--- config.mk ---
export PLATFORM = sky130hd
export DESIGN_NAME = diag_sequencer
export DESIGN_NICKNAME = d
export VERILOG_FILES = /design/src/rtl/diag_pkg.sv /design/src/rtl/diag_cfg_shadow.sv /design/src/rtl/diag_tick_timer.sv /design/src/rtl/diag_seq_fsm.sv /design/src/rtl/diag_fault_latch.sv /design/src/rtl/diag_sequencer.sv
export SDC_FILE = /design/constraint.sdc
export NUM_CORES = 1
export LEC_CHECK = 0
export CAP_MARGIN = 30
export CORE_AREA = 4 4 80 89
export CTS_CLUSTER_SIZE = 16
export DETAILED_ROUTE_END_ITERATION = 10
export DIE_AREA = 0 0 84 93
export DONT_BUFFER_PORTS = 1
export PLACE_DENSITY = 0.73
export SYNTH_ARGS = -nofsm -noshare
export SYNTH_HDL_FRONTEND = slang
export SYNTH_HIERARCHICAL = 1
export SYNTH_SLANG_ARGS = --single-unit
--- constraint.sdc ---
create_clock -name clk -period 3.84 [get_ports clk]
set_clock_uncertainty 0.05 [all_clocks]
set_input_delay 0.768 -clock clk [delete_from_list [all_inputs] [get_ports clk]]
set_output_delay 0.768 -clock clk [all_outputs]
set_load 0.01 [all_outputs]
--- src/rtl/diag_pkg.sv ---
`timescale 1ns/1ps
package diag_pkg;
  localparam int NUM_CLS   = 5;
  localparam int NUM_TESTS = 3;
  localparam int CLS_RAIL  = 0;
  localparam int CLS_SHORT = 1;
  localparam int CLS_OPEN  = 2;
  localparam int CLS_OCP   = 3;
  localparam int CLS_OTP   = 4;

  typedef enum logic [2:0] {
    ST_IDLE  = 3'd0,
    ST_RAIL  = 3'd1,
    ST_SHORT = 3'd2,
    ST_OPEN  = 3'd3,
    ST_GAP   = 3'd4
  } seq_state_e;

  typedef logic [1:0] test_sel_t;
  localparam test_sel_t SEL_NONE  = 2'd0;
  localparam test_sel_t SEL_RAIL  = 2'd1;
  localparam test_sel_t SEL_SHORT = 2'd2;
  localparam test_sel_t SEL_OPEN  = 2'd3;
endpackage

--- src/rtl/diag_cfg_shadow.sv ---
`timescale 1ns/1ps
module diag_cfg_shadow
  import diag_pkg::*;
(
  input  logic               clk,
  input  logic               rst_n,
  input  logic               hold,
  input  logic               in_en,
  input  logic               in_cont,
  input  logic               in_clr,
  input  logic [NUM_CLS-1:0] in_mask,
  input  logic               in_pwr,
  output logic               cont_o,
  output logic               pwr_o,
  output logic [NUM_CLS-1:0] mask_o,
  output logic               en_rise_o,
  output logic               clr_rise_o
);
  logic               en_q, en_d, cont_q, cont_d, pwr_q, pwr_d;
  logic [NUM_CLS-1:0] mask_q, mask_d;
  logic               en_prev_q, clr_prev_q;

  // applied copy only follows the register fields when not held
  always_comb begin
    en_d   = en_q;
    cont_d = cont_q;
    pwr_d  = pwr_q;
    mask_d = mask_q;
    if (!hold) begin
      en_d   = in_en;
      cont_d = in_cont;
      pwr_d  = in_pwr;
      mask_d = in_mask;
    end
  end

  always_ff @(posedge clk or negedge rst_n) begin
    if (!rst_n) begin
      en_q       <= 1'b0;
      cont_q     <= 1'b0;
      pwr_q      <= 1'b0;
      mask_q     <= '0;
      en_prev_q  <= 1'b0;
      clr_prev_q <= 1'b0;
    end else begin
      en_q       <= en_d;
      cont_q     <= cont_d;
      pwr_q      <= pwr_d;
      mask_q     <= mask_d;
      en_prev_q  <= en_q;
      clr_prev_q <= in_clr;
    end
  end

  assign cont_o     = cont_q;
  assign pwr_o      = pwr_q;
  assign mask_o     = mask_q;
  assign en_rise_o  = en_q & ~en_prev_q;
  // the clear bit acts at once, even while other fields are held
  assign clr_rise_o = in_clr & ~clr_prev_q;
endmodule

--- src/rtl/diag_tick_timer.sv ---
`timescale 1ns/1ps
module diag_tick_timer #(
  parameter int TICK_DIV = 250,
  parameter int TW       = 16
) (
  input  logic          clk,
  input  logic          rst_n,
  input  logic          run,
  input  logic [TW-1:0] limit,
  output logic          done
);
  localparam int CW = (TICK_DIV > 1) ? $clog2(TICK_DIV) : 1;

  logic [CW-1:0] pre_q, pre_d;
  logic [TW-1:0] cnt_q, cnt_d;
  logic          tick;

  assign tick = (pre_q == CW'(TICK_DIV - 1));
  assign done = run & tick & (cnt_q == limit - TW'(1));

  always_comb begin
    pre_d = pre_q;
    cnt_d = cnt_q;
    if (!run || done) begin
      pre_d = '0;
      cnt_d = '0;
    end else if (tick) begin
      pre_d = '0;
      cnt_d = cnt_q + TW'(1);
    end else begin
      pre_d = pre_q + CW'(1);
    end
  end

  always_ff @(posedge clk or negedge rst_n) begin
    if (!rst_n) begin
      pre_q <= '0;
      cnt_q <= '0;
    end else begin
      pre_q <= pre_d;
      cnt_q <= cnt_d;
    end
  end

  // tick count never runs past the phase length
  a_r1_phase_bound: assert property (@(posedge clk) disable iff (!rst_n)
    run |-> (cnt_q < limit));
endmodule

--- src/rtl/diag_seq_fsm.sv ---
`timescale 1ns/1ps
module diag_seq_fsm
  import diag_pkg::*;
#(
  parameter int TW          = 16,
  parameter int PHASE_TICKS = 19333,
  parameter int GAP_TICKS   = 2000
) (
  input  logic                 clk,
  input  logic                 rst_n,
  input  logic                 en_rise,
  input  logic                 clr_rise,
  input  logic                 cont,
  input  logic                 prot,
  input  logic                 hit,
  input  logic                 done,
  output logic                 busy,
  output logic                 pwrup,
  output logic                 run,
  output logic [TW-1:0]        limit,
  output test_sel_t            sel,
  output logic [NUM_TESTS-1:0] strobe
);
  seq_state_e st_q, st_d;
  logic       pwrup_q, pwrup_d;

  always_comb begin
    st_d = st_q;
    case (st_q)
      ST_IDLE:  if (en_rise) st_d = ST_RAIL;
      ST_RAIL:  if (hit) st_d = ST_IDLE; else if (done) st_d = ST_SHORT;
      ST_SHORT: if (hit) st_d = ST_IDLE; else if (done) st_d = ST_OPEN;
      ST_OPEN: begin
        if (hit) st_d = ST_IDLE;
        else if (done) st_d = (cont && !pwrup_q && !prot) ? ST_GAP : ST_IDLE;
      end
      ST_GAP: begin
        if (hit || prot || !cont) st_d = ST_IDLE;
        else if (done) st_d = ST_RAIL;
      end
      default:  st_d = ST_IDLE;
    endcase
    if (clr_rise) st_d = ST_IDLE;
    pwrup_d = pwrup_q && (st_d != ST_IDLE);
  end

  always_ff @(posedge clk or negedge rst_n) begin
    if (!rst_n) begin
      st_q    <= ST_RAIL;
      pwrup_q <= 1'b1;
    end else begin
      st_q    <= st_d;
      pwrup_q <= pwrup_d;
    end
  end

  always_comb begin
    case (st_q)
      ST_RAIL:  sel = SEL_RAIL;
      ST_SHORT: sel = SEL_SHORT;
      ST_OPEN:  sel = SEL_OPEN;
      default:  sel = SEL_NONE;
    endcase
  end

  generate
    for (genvar k = 0; k < NUM_TESTS; k++) begin : g_strobe
      assign strobe[k] = done & (st_q == seq_state_e'(k + 1));
    end
  endgenerate

  assign busy  = (st_q == ST_RAIL) || (st_q == ST_SHORT) || (st_q == ST_OPEN);
  assign pwrup = pwrup_q;
  assign run   = (st_q != ST_IDLE);
  assign limit = (st_q == ST_GAP) ? TW'(GAP_TICKS) : TW'(PHASE_TICKS);

  // the short test is entered only from the rail test
  a_r1_short_after_rail: assert property (@(posedge clk) disable iff (!rst_n)
    (st_q == ST_SHORT) |-> ($past(st_q) == ST_RAIL || $past(st_q) == ST_SHORT));
  // the power-up hold only exists while a test runs
  a_r2_hold_in_run: assert property (@(posedge clk) disable iff (!rst_n)
    pwrup_q |-> busy);
  // a clear edge stops any testing
  a_r3_clear_aborts: assert property (@(posedge clk) disable iff (!rst_n)
    clr_rise |=> (st_q == ST_IDLE));
  // an enable edge in idle starts a pass
  a_r4_edge_starts: assert property (@(posedge clk) disable iff (!rst_n)
    (st_q == ST_IDLE && en_rise && !clr_rise) |=> busy);
endmodule

--- src/rtl/diag_fault_latch.sv ---
`timescale 1ns/1ps
module diag_fault_latch
  import diag_pkg::*;
(
  input  logic               clk,
  input  logic               rst_n,
  input  logic [NUM_CLS-1:0] strobe,
  input  logic [NUM_CLS-1:0] sense,
  input  logic [NUM_CLS-1:0] mask,
  input  logic               clr,
  output logic               hit,
  output logic               prot,
  output logic               pull
);
  logic [NUM_CLS-1:0] evt, flag_evt;
  logic               prot_q, prot_d, pull_q, pull_d;

  generate
    for (genvar c = 0; c < NUM_CLS; c++) begin : g_cls
      assign evt[c]      = strobe[c] & sense[c];
      assign flag_evt[c] = evt[c] & ~mask[c];
    end
  endgenerate

  assign hit = |evt;

  always_comb begin
    prot_d = prot_q | hit;
    pull_d = pull_q | (|flag_evt);
    if (clr) begin
      prot_d = 1'b0;
      pull_d = 1'b0;
    end
  end

  always_ff @(posedge clk or negedge rst_n) begin
    if (!rst_n) begin
      prot_q <= 1'b0;
      pull_q <= 1'b0;
    end else begin
      prot_q <= prot_d;
      pull_q <= pull_d;
    end
  end

  assign prot = prot_q;
  assign pull = pull_q;

  // flag stays asserted until a clear
  a_r9_flag_sticky: assert property (@(posedge clk) disable iff (!rst_n)
    (pull_q && !clr) |=> pull_q);
  // the flag never shows without the output shutdown
  a_r7_flag_with_shutdown: assert property (@(posedge clk) disable iff (!rst_n)
    pull_q |-> prot_q);
endmodule

--- src/rtl/diag_sequencer.sv ---
`timescale 1ns/1ps
module diag_sequencer
  import diag_pkg::*;
#(
  parameter int TICK_DIV    = 250,
  parameter int PHASE_TICKS = 19333,
  parameter int GAP_TICKS   = 2000
) (
  input  logic               clk,
  input  logic               rst_n,
  input  logic               cfg_diag_en,
  input  logic               cfg_diag_cont,
  input  logic               cfg_diag_rst,
  input  logic [NUM_CLS-1:0] cfg_mask,
  input  logic               cfg_power_on,
  input  logic               sns_rail_short,
  input  logic               sns_out_short,
  input  logic               sns_open_load,
  input  logic               sns_over_cur,
  input  logic               sns_over_temp,
  output logic               amp_en,
  output logic               diag_busy,
  output logic [1:0]         test_sel,
  output logic               reg_hold,
  output logic               fault_pull
);
  localparam int MAX_TICKS = (PHASE_TICKS > GAP_TICKS) ? PHASE_TICKS : GAP_TICKS;
  localparam int TW        = $clog2(MAX_TICKS + 1);

  logic                 cont_a, pwr_a, en_rise, clr_rise;
  logic [NUM_CLS-1:0]   mask_a, strobe_all, sense_all;
  logic                 busy, pwrup, run, done, hit, prot, pull;
  logic [TW-1:0]        limit;
  logic [NUM_TESTS-1:0] strobe_t;
  test_sel_t            sel;

  diag_cfg_shadow u_shadow (
    .clk(clk), .rst_n(rst_n), .hold(pwrup),
    .in_en(cfg_diag_en), .in_cont(cfg_diag_cont), .in_clr(cfg_diag_rst),
    .in_mask(cfg_mask), .in_pwr(cfg_power_on),
    .cont_o(cont_a), .pwr_o(pwr_a), .mask_o(mask_a),
    .en_rise_o(en_rise), .clr_rise_o(clr_rise)
  );

  diag_tick_timer #(.TICK_DIV(TICK_DIV), .TW(TW)) u_timer (
    .clk(clk), .rst_n(rst_n), .run(run), .limit(limit), .done(done)
  );

  diag_seq_fsm #(.TW(TW), .PHASE_TICKS(PHASE_TICKS), .GAP_TICKS(GAP_TICKS)) u_seq (
    .clk(clk), .rst_n(rst_n), .en_rise(en_rise), .clr_rise(clr_rise),
    .cont(cont_a), .prot(prot), .hit(hit), .done(done),
    .busy(busy), .pwrup(pwrup), .run(run), .limit(limit),
    .sel(sel), .strobe(strobe_t)
  );

  // load tests sample once per phase; protection classes every cycle
  assign strobe_all[CLS_RAIL]  = strobe_t[0];
  assign strobe_all[CLS_SHORT] = strobe_t[1];
  assign strobe_all[CLS_OPEN]  = strobe_t[2];
  assign strobe_all[CLS_OCP]   = 1'b1;
  assign strobe_all[CLS_OTP]   = 1'b1;

  assign sense_all[CLS_RAIL]  = sns_rail_short;
  assign sense_all[CLS_SHORT] = sns_out_short;
  assign sense_all[CLS_OPEN]  = sns_open_load;
  assign sense_all[CLS_OCP]   = sns_over_cur;
  assign sense_all[CLS_OTP]   = sns_over_temp;

  diag_fault_latch u_latch (
    .clk(clk), .rst_n(rst_n), .strobe(strobe_all), .sense(sense_all),
    .mask(mask_a), .clr(clr_rise), .hit(hit), .prot(prot), .pull(pull)
  );

  assign amp_en     = pwr_a & ~prot & ~busy;
  assign diag_busy  = busy;
  assign test_sel   = sel;
  assign reg_hold   = pwrup;
  assign fault_pull = pull;

  // an over-current flag shuts the output the next cycle
  a_r8_overcur_shuts: assert property (@(posedge clk) disable iff (!rst_n)
    (sns_over_cur && !clr_rise) |=> !amp_en);
endmodule

==> key figures, run 1 <==
Outcome
  – Status: finished, final reports clean

Synthesis
  – Seq cells post-synth: 39
  – Cell Area, Synth: 2800 um^2
  – Post-synth EDFFs: 0
  – Synth async-reset ratio: 100%
  – Synth cell types: 62
  – Syn Inst Count: 301
  – Syn Area/Cell: 9.29 um^2
  – Prevailing post-synth register cell: dfrtp_1
  – Post-synthesis sequential area ratio: 35.0%
  – Yosys top cell by area: dfrtp_1
  – Largest cells by area after synthesis: dfrtp_1 33%, xnor2_1 7.2%, mux2_4 4.3%, nand2_1 3.9%, nor2_1 3.9%
  – Area share of the largest cell type after synthesis: 33.1%
  – Yosys warning count: 6

Global routing
  – First-pass GRT wire length: 9390 um
  – Remaining global-route overflow: 0
  – GRT Total Usage: 14.4%
  – Vias in the first global route: 2055
  – Pin count of the biggest net entering global routing: 40
  – Initial antenna violation count: 0

Clocking
  – Clock tree buffer depth: 2
  – Clock sink count: 39
  – Worst-Skew Late Latency: 290 ps
  – Hold-fix buffers, CTS: 0
  – Root buffer selected by CTS: clkbuf_8
  – Htree depth: 2
  – Reg clk slew, reported paths: 80 ps
  – CTS tree: done
  – Total CTS buffers: 5

Detailed routing
  – Antenna Nets Post-Route: 0
  – Post-DR vias/cell: 5.49
  – DRT Wirelength: 5670 um
  – Vias: 2131
  – Routed len/inst: 14.6 um
  – 1st-pass router iterations: 4
  – Initial drt markers: 158
  – Post-route DRC: 0

Timing
  – Period minus WS final: 3780 ps
  – Final number of hold-violating endpoints: 0
  – F_max: 264 MHz
  – Hold WS: 109 ps
  – Final Max Slew Viols: 0
  – Final Cycle Share: 98.5%
  – Final setup vio count: 0
  – RSZ-0062 raised after global routing: true
  – Slew HR: 34.4%
  – Worst slew pin tran: 976 ps

Flow run
  – # Max-Cap Violations: 0

Setup path
  – Crit path kind: flop to flop
  – Crit-path max FO: 17
  – Slowest CP cell: or4b_4
  – Crit-path cells: nor2_4 > and2_4 > inv_4 > buf_12 > or4b_4 > o21a_1 > o21ai_2 > a21oi_2 > nand4_1 > nor2_4 > nand2_2 > nor3_4 > a22oi_2 > nand4_1 > buf_4 > o31ai_1 > a22oi_1 > a211oi_2 > o31a_1
  – Crit start category: flop
  – Crit path DAT: 3970 ps
  – Worst path max stage delay: 540 ps
  – Crit. End Element: flop
  – Worst Path Required: 4030 ps

Floorplan
  – Die W: 84 um
  – Die area: 7810 um^2
  – Die H: 93 um
  – Row count: 30
  – CORE AREA: 6160 um^2
  – IO Pins: 22
  – Initial Utilization: 45.4%

Power and ir drop
  – Flop pwr share: 46.9%
  – Net load switching power: 0.205 mW
  – Pleak: 1.22 nW
  – Internal: 0.713 mW
  – Peak supply drop: 0.327 mV
  – Combinational share of power: 8.6%
  – Clk pwr share: 44.5%
  – Pwr/cell area: 296 nW/um^2
  – Switching Share: 22.4%
  – Power, Total: 0.919 mW

Cells and area
  – Share of post-route cells with drive strength above 1: 22.1%
  – FILL cells: 575
  – Layout net count: 327
  – Synthesis-to-layout area growth: 10.9%
  – Diode count: 0
  – Commonest non-fill, non-tap cell in the layout: dfrtp_1
  – Most frequent cells in the layout: 37 x dfrtp_1, 29 x nand2_1, 27 x nor2_1, 23 x xnor2_1, 14 x buf_4
  – Non-Filler Instances: 388

Placed design
  – I/O Buffers: 0
  – Placed cell count: 374
  – GPL Wtd Cong: 0.843
  – Hpwl dp: 3990 um

Worst hold path
  – Min-delay worst type: input pin to asynchronous set/reset pin
==> layer usage <==
layer / vias to the layer above / track usage (%) / part of all wire [%]
met5: - / 0 / 0
met4: 0 / 4.29 / 1.5
met3: 10 / 3.26 / 5.4
met2: 63 / 25.1 / 49
met1: 1015 / 17.9 / 45
li1: 1043 / - / -
==> critical path, delay by kind of cell (launching register included) <==
kind            cells  cell delay [ps]
compound gates      8             1470
simple gates        8             1390
flops               1              420
buf+inv             3              400
==> cell type report <==
cell class              instances  area, um^2  area share, %
clock buffers                   5        68.8           2.22
inverters                      10        40.0           1.29
repair buffers                 16         136           4.40
flip-flops and latches         39         978           31.5
multi-input cells             235        1710           55.1
clock inverters                 3        67.6           2.18
well taps                      80         100           3.23
==> sequential cells by signal (all words and copies together), names as in the netlist <==
register	cells
u_shadow/pwr_o	1
u_shadow/en_prev_q	1
u_latch/pull	1
u_timer/pre_q	8
u_seq/pwrup	1
u_shadow/cont_o	1
u_shadow/en_q	1
u_shadow/clr_prev_q	1
u_latch/prot	1
u_shadow/mask_o	5
u_timer/cnt_q	15
u_seq/st_q	3
==> power groups by stage <==
stage,registers [mW],logic [mW],clock network (mW)
after global placement,0.438,0.0697,0
after CTS,0.430,0.0703,0.417
after floorplan,0.436,0.0655,0
after detailed placement,0.439,0.0700,0
after global routing,0.432,0.0870,0.440
final,0.431,0.0795,0.409
==> path summary, 6_finish.rpt <==
kind,from,to,slack [ps],cells after the start
hold / removal,rst_n,u_timer/cnt_q[13]$_DFFE_PN0P_,110,0
setup / recovery,u_seq/st_q[1]$_DFF_PN0_,u_seq/pwrup$_DFF_PN1_,60,19
hold reg to reg,u_shadow/en_q$_DFFE_PN0N_,u_shadow/en_prev_q$_DFF_PN0_,360,0
max in group asynchronous,rst_n,u_seq/pwrup$_DFF_PN1_,3460,0
setup reg to reg,u_seq/st_q[1]$_DFF_PN0_,u_seq/pwrup$_DFF_PN1_,60,19
min in group clk,u_shadow/en_q$_DFFE_PN0N_,u_shadow/en_prev_q$_DFF_PN0_,360,0
==> synth_stat cells (3+ instances only) <==
library cell,number
nor3b_1,5
nor4_1,4
o21ai_0,5
ha_1,4
a31oi_1,6
o31ai_1,3
nand2_1,29
a21oi_1,7
nor3_1,8
nand3_1,8
nor2b_1,5
buf_6,4
inv_1,8
nand2b_1,7
or3_1,5
nand4b_1,3
xor2_1,10
dfrtp_1,37
and3_1,3
xnor2_1,23
nor2_1,29
conb_1,3
nand4_1,8
clkbuf_1,4
mux2_4,8
and4_1,3
buf_4,14
==> what timing repair did <==
action | CTS | global route
resized for setup | 0 | 22
setup endpoints to repair | 0 | 4
setup buffers | 0 | 6
==> through the flow <==
stage,setup TNS [ps],area [um^2],setup slack [ps],util (%)
final,0,3100,58.9,50.4
after global routing,-81.1,3100,-81.1,50.4
after CTS,0,2970,9.95,48.2
after detailed placement,0,2830,1.50,46.0
after global placement,0,2830,176,46.0
after floorplan,0,2830,40.4,-
==> logic make-up after synthesis <==
group	share of synthesized area, %
simple gates	27.2
compound gates	12.3
flops	35.0
buf+inv	7.96
xor+xnor	10.3
mux	5.01
fa+ha+maj	1.79
other cells	0.403
(Power assumes the default switching activity.)
==> run 2, diff against run 1 <==
--- a/config.mk
+++ b/config.mk
@@ -6,13 +6,13 @@
 export NUM_CORES = 1
 export LEC_CHECK = 0
 export CAP_MARGIN = 30
-export CORE_AREA = 4 4 80 89
+export CORE_AREA = 4 4 70 78
 export CTS_CLUSTER_SIZE = 16
 export DETAILED_ROUTE_END_ITERATION = 10
-export DIE_AREA = 0 0 84 93
+export DIE_AREA = 0 0 74 82
 export DONT_BUFFER_PORTS = 1
-export PLACE_DENSITY = 0.73
+export MAX_ROUTING_LAYER = met4
+export PLACE_DENSITY = 0.72
 export SYNTH_ARGS = -nofsm -noshare
 export SYNTH_HDL_FRONTEND = slang
-export SYNTH_HIERARCHICAL = 1
 export SYNTH_SLANG_ARGS = --single-unit
==> key figures, run 2 <==
Outcome
  – Status: finished, final reports clean

Placed design
  – Pre-CTS WS: 1710 ps (+1710 ps)
  – Placed inst area: 2110 um^2 (-26%)
  – Hpwl dp: 2950 um (-26%)
  – GPL Wtd Cong: 0.828 (-1.7%)
  – I/O Buffers: 0 (unchanged)
  – Placed cell count: 257 (-31%)

Synthesis
  – Top-count cell post-synth: dfrtp_1
  – Post-synthesis sequential area ratio: 47.1% (+12 points)
  – Yosys warning count: 0 (-6)
  – Synth cell types: 48 (-23%)
  – Syn Area/Cell: 9.94 um^2 (+7.0%)
  – Cell Area, Synth: 2080 um^2 (-26%)
  – Prevailing post-synth register cell: dfrtp_1
  – List of most frequent post-synthesis cells: 37 x dfrtp_1, 29 x nor2_1, 15 x nand2_1
  – Yosys top cell by area: dfrtp_1
  – Area share of the largest cell type after synthesis: 44.6% (+11 points)
  – Synth async-reset ratio: 100% (unchanged)
  – Seq cells post-synth: 39 (unchanged)
  – Syn_nets: 228
  – Post-synth EDFFs: 0 (unchanged)
  – Syn Inst Count: 209 (-31%)
  – Largest cells by area after synthesis: dfrtp_1 45%, nor2_1 5.2%, xnor2_1 4.6%, mux2_2 4.3%, nand2_1 2.7%

Clocking
  – CTS tree: done
  – Reg clk slew, reported paths: 90 ps (about the same)
  – Buffer count from post-CTS setup fixing: 0 (unchanged)
  – Total CTS buffers: 5 (unchanged)
  – Htree depth: 2 (unchanged)
  – Clock sink count: 39 (unchanged)
  – Worst-Skew Late Latency: 300 ps (about the same)
  – Clock tree buffer depth: 2 (unchanged)
  – PostCTS Resize Cnt: 0 (unchanged)
  – Root buffer selected by CTS: clkbuf_8
  – Hold-fix buffers, CTS: 0 (unchanged)

Floorplan
  – Die area: 6070 um^2 (-22%)
  – Initial Utilization: 44.6% (-0.78 points)
  – CORE AREA: 4650 um^2 (-24%)
  – Die W: 74 um (-12%)
  – Row count: 26 (-13%)
  – Die H: 82 um (-12%)
  – IO Pins: 22 (unchanged)

Global routing
  – Initial antenna violation count: 0 (unchanged)
  – Pin count of the biggest net entering global routing: 40 (unchanged)
  – First-pass GRT wire length: 6990 um (-26%)
  – GRT Total Usage: 15.4% (+1.0 points)
  – Vias in the first global route: 1463 (-29%)
  – Remaining global-route overflow: 0 (unchanged)

Setup path
  – CP delay by family, top: simple AND/OR/NAND/NOR gates
  – Crit start category: flop
  – Most used cell, CP: nor2_1
  – Crit-path cells: nor2_1 > nor2_1 > nor3b_1
  – Crit-path max FO: 9 (-8)
  – Worst path max stage delay: 490 ps (-50 ps)
  – Crit path DAT: 1460 ps (-2510 ps)
  – CP bufs+invs: 0 (-3)
  – Crit. End Element: output port
  – Slowest CP cell: dfrtp_1
  – Crit path kind: flop to output port
  – Worst Path Required: 3020 ps (-1010 ps)

Worst hold path
  – Min-delay worst type: input pin to asynchronous set/reset pin

Cells and area
  – FF/Latch Area: 978 um^2 (unchanged)
  – Most frequent cells in the layout: 37 x dfrtp_1, 29 x nor2_1, 15 x nand2_1, 11 x xnor2_1
  – Diode count: 0 (unchanged)
  – Fin area: 2190 um^2 (-29%)
  – Util after Layout: 47.2% (-3.2 points)
  – Share of post-route cells with drive strength above 1: 11.5% (-11 points)
  – Most flops, register: u_timer.cnt_q
  – Synthesis-to-layout area growth: 5.66%
  – Commonest non-fill, non-tap cell in the layout: dfrtp_1
  – Max reg flops: 15 (unchanged)
  – Multi-input gate area: 1030 um^2 (-40%)
  – Layout net count: 227 (-31%)
  – Non-Filler Instances: 265 (-32%)
  – FILL cells: 437 (-24%)

Power and ir drop
  – Pleak: 0.850 nW (-30%)
  – Peak supply drop: 0.199 mV (-39%)
  – Power, Total: 0.746 mW (-19%)
  – Pwr/cell area: 340 nW/um^2 (+15%)

Timing
  – Final WS setup: 1560 ps (+1500 ps)
  – Final number of hold-violating endpoints: 0 (unchanged)
  – Sum of negative setup slack: 0 ps (unchanged)
  – Period minus WS final: 2280 ps (-1500 ps)
  – Slew HR: 51.1% (+17 points)
  – Hold WS: 99.9 ps (-8.75 ps)
  – Final setup vio count: 0 (unchanged)
  – F_max: 439 MHz (+66%)
  – Worst slew pin tran: 729 ps (-246 ps)
  – Final Cycle Share: 59.3% (-39 points)
  – RSZ-0062 raised after global routing: false
  – Final Max Slew Viols: 0 (unchanged)

Detailed routing
  – Initial drt markers: 112 (-29%)
  – Post-DR vias/cell: 5.75 (+4.8%)
  – 1st-pass router iterations: 4 (unchanged)
  – Post-route DRC: 0 (unchanged)
  – Routed len/inst: 15.8 um (+7.8%)
  – Vias: 1525 (-28%)
  – Antenna Nets Post-Route: 0 (unchanged)
  – DRT Wirelength: 4170 um (-26%)

Flow run
  – # Max-Cap Violations: 0 (unchanged)
[run 2: changes by cell type after synthesis, sizes merged, moves of 4 or more]
cell | before | now
xor2 | 10 | 6
nand2 | 30 | 15
a31oi | 7 | 0
xnor2 | 23 | 11
buf | 20 | 4
inv | 10 | 6
nand2b | 7 | 2
nor3b | 7 | 2
[run 2: cell families (layout without fill, tap and decap cells)]
logic type | count (synthesis) | after routing | synth area share [%]
simple gates | 100 | 100 | 26.6
flops | 39 | 39 | 47.1
compound gates | 23 | 23 | 7.41
xor+xnor | 17 | 17 | 7.17
buf+inv | 14 | 14 | 3.07
mux | 13 | 13 | 6.81
fa+ha+maj | 3 | 3 | 1.81
[run 2: routing by layer]
metal | GRT usage, % | wire length (um) | up-vias | part of all wire [%]
li1 | - | - | 747 | -
met1 | 19.7 | 1900 | 741 | 46
met2 | 23.7 | 2020 | 28 | 48
met3 | 3.43 | 159 | 9 | 3.8
met4 | 6.52 | 90 | 0 | 2.2
met5 | - | 0 | - | 0
[run 2: area by class of cell]
class / instances / share of cell area (%)
clock buffers: 5 / 3.14
inverters: 6 / 1.03
flip-flops and latches: 39 / 44.6
well taps: 56 / 3.19
clock inverters: 3 / 0.912
multi-input cells: 156 / 47.1
[run 2: path summary, 6_finish.rpt]
kind	from	endpoint	slack [ps]	cells past startpoint
setup / recovery	u_seq.st_q[1]$_DFF_PN0_	amp_en	1560	3
hold / removal	rst_n	u_timer.cnt_q[11]$_DFFE_PN0P_	100	0
setup reg to reg	u_timer.cnt_q[3]$_DFFE_PN0P_	u_seq.pwrup$_DFF_PN1_	1670	5
hold reg to reg	u_shadow.en_q$_DFFE_PN0N_	u_shadow.en_prev_q$_DFF_PN0_	350	0
max in group asynchronous	rst_n	u_seq.st_q[0]$_DFF_PN1_	3450	0
min in group clk	u_shadow.en_q$_DFFE_PN0N_	u_shadow.en_prev_q$_DFF_PN0_	350	0
[run 2: power by group]
group | total, mW | internal (mW) | switching, mW
clock network | 0.281 | 0.126 | 0.155
registers | 0.430 | 0.420 | 0.00914
logic | 0.0349 | 0.0136 | 0.0213
total | 0.746 | 0.560 | 0.185
==> run 3, diff against run 2 <==
==> constraint.sdc (replaced) <==
create_clock -name clk -period 2 [get_ports clk]
set_clock_uncertainty 0.05 [all_clocks]
set_input_delay 0.4 -clock clk [delete_from_list [all_inputs] [get_ports clk]]
set_output_delay 0.4 -clock clk [all_outputs]
set_load 0.01 [all_outputs]
==> key figures, run 3 (synthesized netlist as in run 2, its figures left out) <==
Power and ir drop
  – Pleak: 1.02 nW (+20%)
  – Pwr/cell area: 586 nW/um^2 (+72%)
  – Power, Total: 1.44 mW (+94%)
  – Peak supply drop: 0.464 mV (+130%)

Setup path
  – Crit path kind: flop to flop
  – Slowest CP cell: or4_4
  – CP delay by family, top: simple AND/OR/NAND/NOR gates
  – Crit. End Element: flop
  – Crit-path max FO: 4 (-5)
  – Crit start category: flop
  – CP bufs+invs: 0 (unchanged)
  – Worst path max stage delay: 580 ps (+90 ps)
  – Crit-path cells: or4_4 > nor3_4 > o211a_4 > mux2_4 > a311oi_2
  – Worst Path Required: 2160 ps (-860 ps)
  – Crit path DAT: 2090 ps (+630 ps)

Floorplan
  – CORE AREA: 4650 um^2 (unchanged)
  – Initial Utilization: 44.6% (unchanged)
  – Die area: 6070 um^2 (unchanged)
  – Die W: 74 um (unchanged)
  – Row count: 26 (unchanged)
  – IO Pins: 22 (unchanged)
  – Die H: 82 um (unchanged)

Timing
  – Period minus WS final: 1930 ps
  – F_max: 518 MHz
  – Final setup vio count: 0 (unchanged)
  – Final Max Slew Viols: 0 (unchanged)
  – Slew HR: 73.1% (+22 points)
  – Final Cycle Share: 96.5%
  – Final number of hold-violating endpoints: 0 (unchanged)
  – Worst slew pin tran: 400 ps (-329 ps)
  – Final WS setup: 69.1 ps (-1490 ps)
  – RSZ-0062 raised after global routing: true

Cells and area
  – Commonest non-fill, non-tap cell in the layout: dfrtp_1
  – Most frequent cells in the layout: 37 x dfrtp_1, 28 x nor2_1, 23 x buf_4, 15 x nand2_1, 11 x xnor2_1
  – Layout net count: 253 (+11%)
  – Util after Layout: 53.0% (+5.9 points)
  – Diode count: 0 (unchanged)
  – Non-Filler Instances: 291 (+9.8%)
  – Synthesis-to-layout area growth: 18.8%
  – Share of post-route cells with drive strength above 1: 24.3% (+13 points)
  – Most flops, register: u_timer.cnt_q
  – Max reg flops: 15 (unchanged)

Clocking
  – Htree depth: 2 (unchanged)
  – Clock tree buffer depth: 2 (unchanged)
  – Root buffer selected by CTS: clkbuf_8
  – Clock sink count: 39 (unchanged)
  – Reg clk slew, reported paths: 80 ps (about the same)
  – Worst-Skew Late Latency: 290 ps (about the same)
  – CTS tree: done
  – Total CTS buffers: 5 (unchanged)

Global routing
  – First-pass GRT wire length: 7490 um (+7.1%)
  – Initial antenna violation count: 0 (unchanged)
  – Vias in the first global route: 1634 (+12%)
  – Pin count of the biggest net entering global routing: 40 (unchanged)
  – GRT Total Usage: 16.6% (+1.1 points)
  – Remaining global-route overflow: 0 (unchanged)

Detailed routing
  – Routed len/inst: 15.0 um (-4.5%)
  – DRT Wirelength: 4380 um (+4.8%)
  – Post-route DRC: 0 (unchanged)
  – Antenna Nets Post-Route: 0 (unchanged)
  – Initial drt markers: 113 (+0.89%)
  – Vias: 1628 (+6.8%)
  – Post-DR vias/cell: 5.59 (-2.8%)
  – 1st-pass router iterations: 4 (unchanged)

Placed design
  – Pre-CTS WS: -3.44 ps (-1710 ps)
  – Hpwl dp: 3230 um (+9.5%)
  – GPL Wtd Cong: 0.796 (-3.8%)
  – I/O Buffers: 0 (unchanged)
  – Placed cell count: 280 (+8.9%)

Worst hold path
  – Min-delay worst type: input pin to flop

Flow run
  – # Max-Cap Violations: 0 (unchanged)

Outcome
  – Status: finished, final reports clean
-- run 3: cell count changes in the layout (fill, tap and decap cells not counted), moves of 2 or more --
cell / previous run / this run
nor3b_2: 0 / 2
clkinvlp_4: 2 / 0
buf_12: 0 / 2
clkinv_2: 1 / 3
buf_4: 0 / 23
nor3b_1: 2 / 0
-- run 3: metrics by stage --
stage	hold slack [ps]	area [um^2]	setup TNS [ps]
6_report	83.3	2470	0
3_5_place_dp	56.2	2290	-3.44
4_1_cts	72.7	2430	0
5_1_grt	61.7	2470	-14.5
2_1_floorplan	54.4	2080	-12.6
3_3_place_gp	56.3	2290	0
-- run 3: final cells by class --
cell class | instances | area (um^2)
flip-flops and latches | 39 | 978
inverters | 6 | 22.5
well taps | 56 | 70.1
clock inverters | 3 | 15.0
fillers | 402 | 2180
multi-input cells | 156 | 1090
clock buffers | 5 | 68.8
repair buffers | 26 | 223
-- run 3: path summary, 6_finish.rpt --
kind	startpoint	slack, ps	cells after the start	to
setup / recovery	u_timer.cnt_q[3]$_DFFE_PN0P_	70	5	u_seq.pwrup$_DFF_PN1_
hold / removal	cfg_diag_rst	80	0	u_shadow.clr_prev_q$_DFF_PN0_
setup reg to reg	u_timer.cnt_q[3]$_DFFE_PN0P_	70	5	u_seq.pwrup$_DFF_PN1_
hold reg to reg	u_shadow.en_q$_DFFE_PN0N_	340	0	u_shadow.en_prev_q$_DFF_PN0_
max in group asynchronous	rst_n	1130	2	u_seq.st_q[0]$_DFF_PN1_
min in group asynchronous	rst_n	510	2	u_timer.cnt_q[13]$_DFFE_PN0P_
-- run 3: worst reg2reg max path, cell delays in order (launching register included) --
cell	delay (ps)
dfrtp_1	380
or4_4	580
nor3_4	140
o211a_4	210
mux2_4	300
a311oi_2	190
-- run 3: where the power goes --
group / total, mW / switching [mW] / internal (mW)
sequential: 0.821 / 0.0139 / 0.807
combinational: 0.112 / 0.0647 / 0.0470
clock: 0.512 / 0.273 / 0.239
-- run 3: repair_timing --
| item | in CTS | in global routing |
|---|---|---|
| buffers inserted | 1 | 0 |
| pin swaps | 1 | 4 |
| setup endpoints to repair | 1 | 5 |
| gates resized for setup | 2 | 8 |
| hold buffers | 2 | 0 |
| hold endpoints to repair | 39 | 0 |
-- run 3: metal layers --
| metal | vias up | GRT usage [%] | wire length (um) |
|---|---|---|---|
| met2 | 32 | 26.5 | 2200 |
| met1 | 796 | 20.6 | 1920 |
| met4 | 0 | 7.25 | 85 |
| li1 | 793 | - | - |
| met3 | 7 | 2.69 | 167 |
| met5 | - | - | 0 |
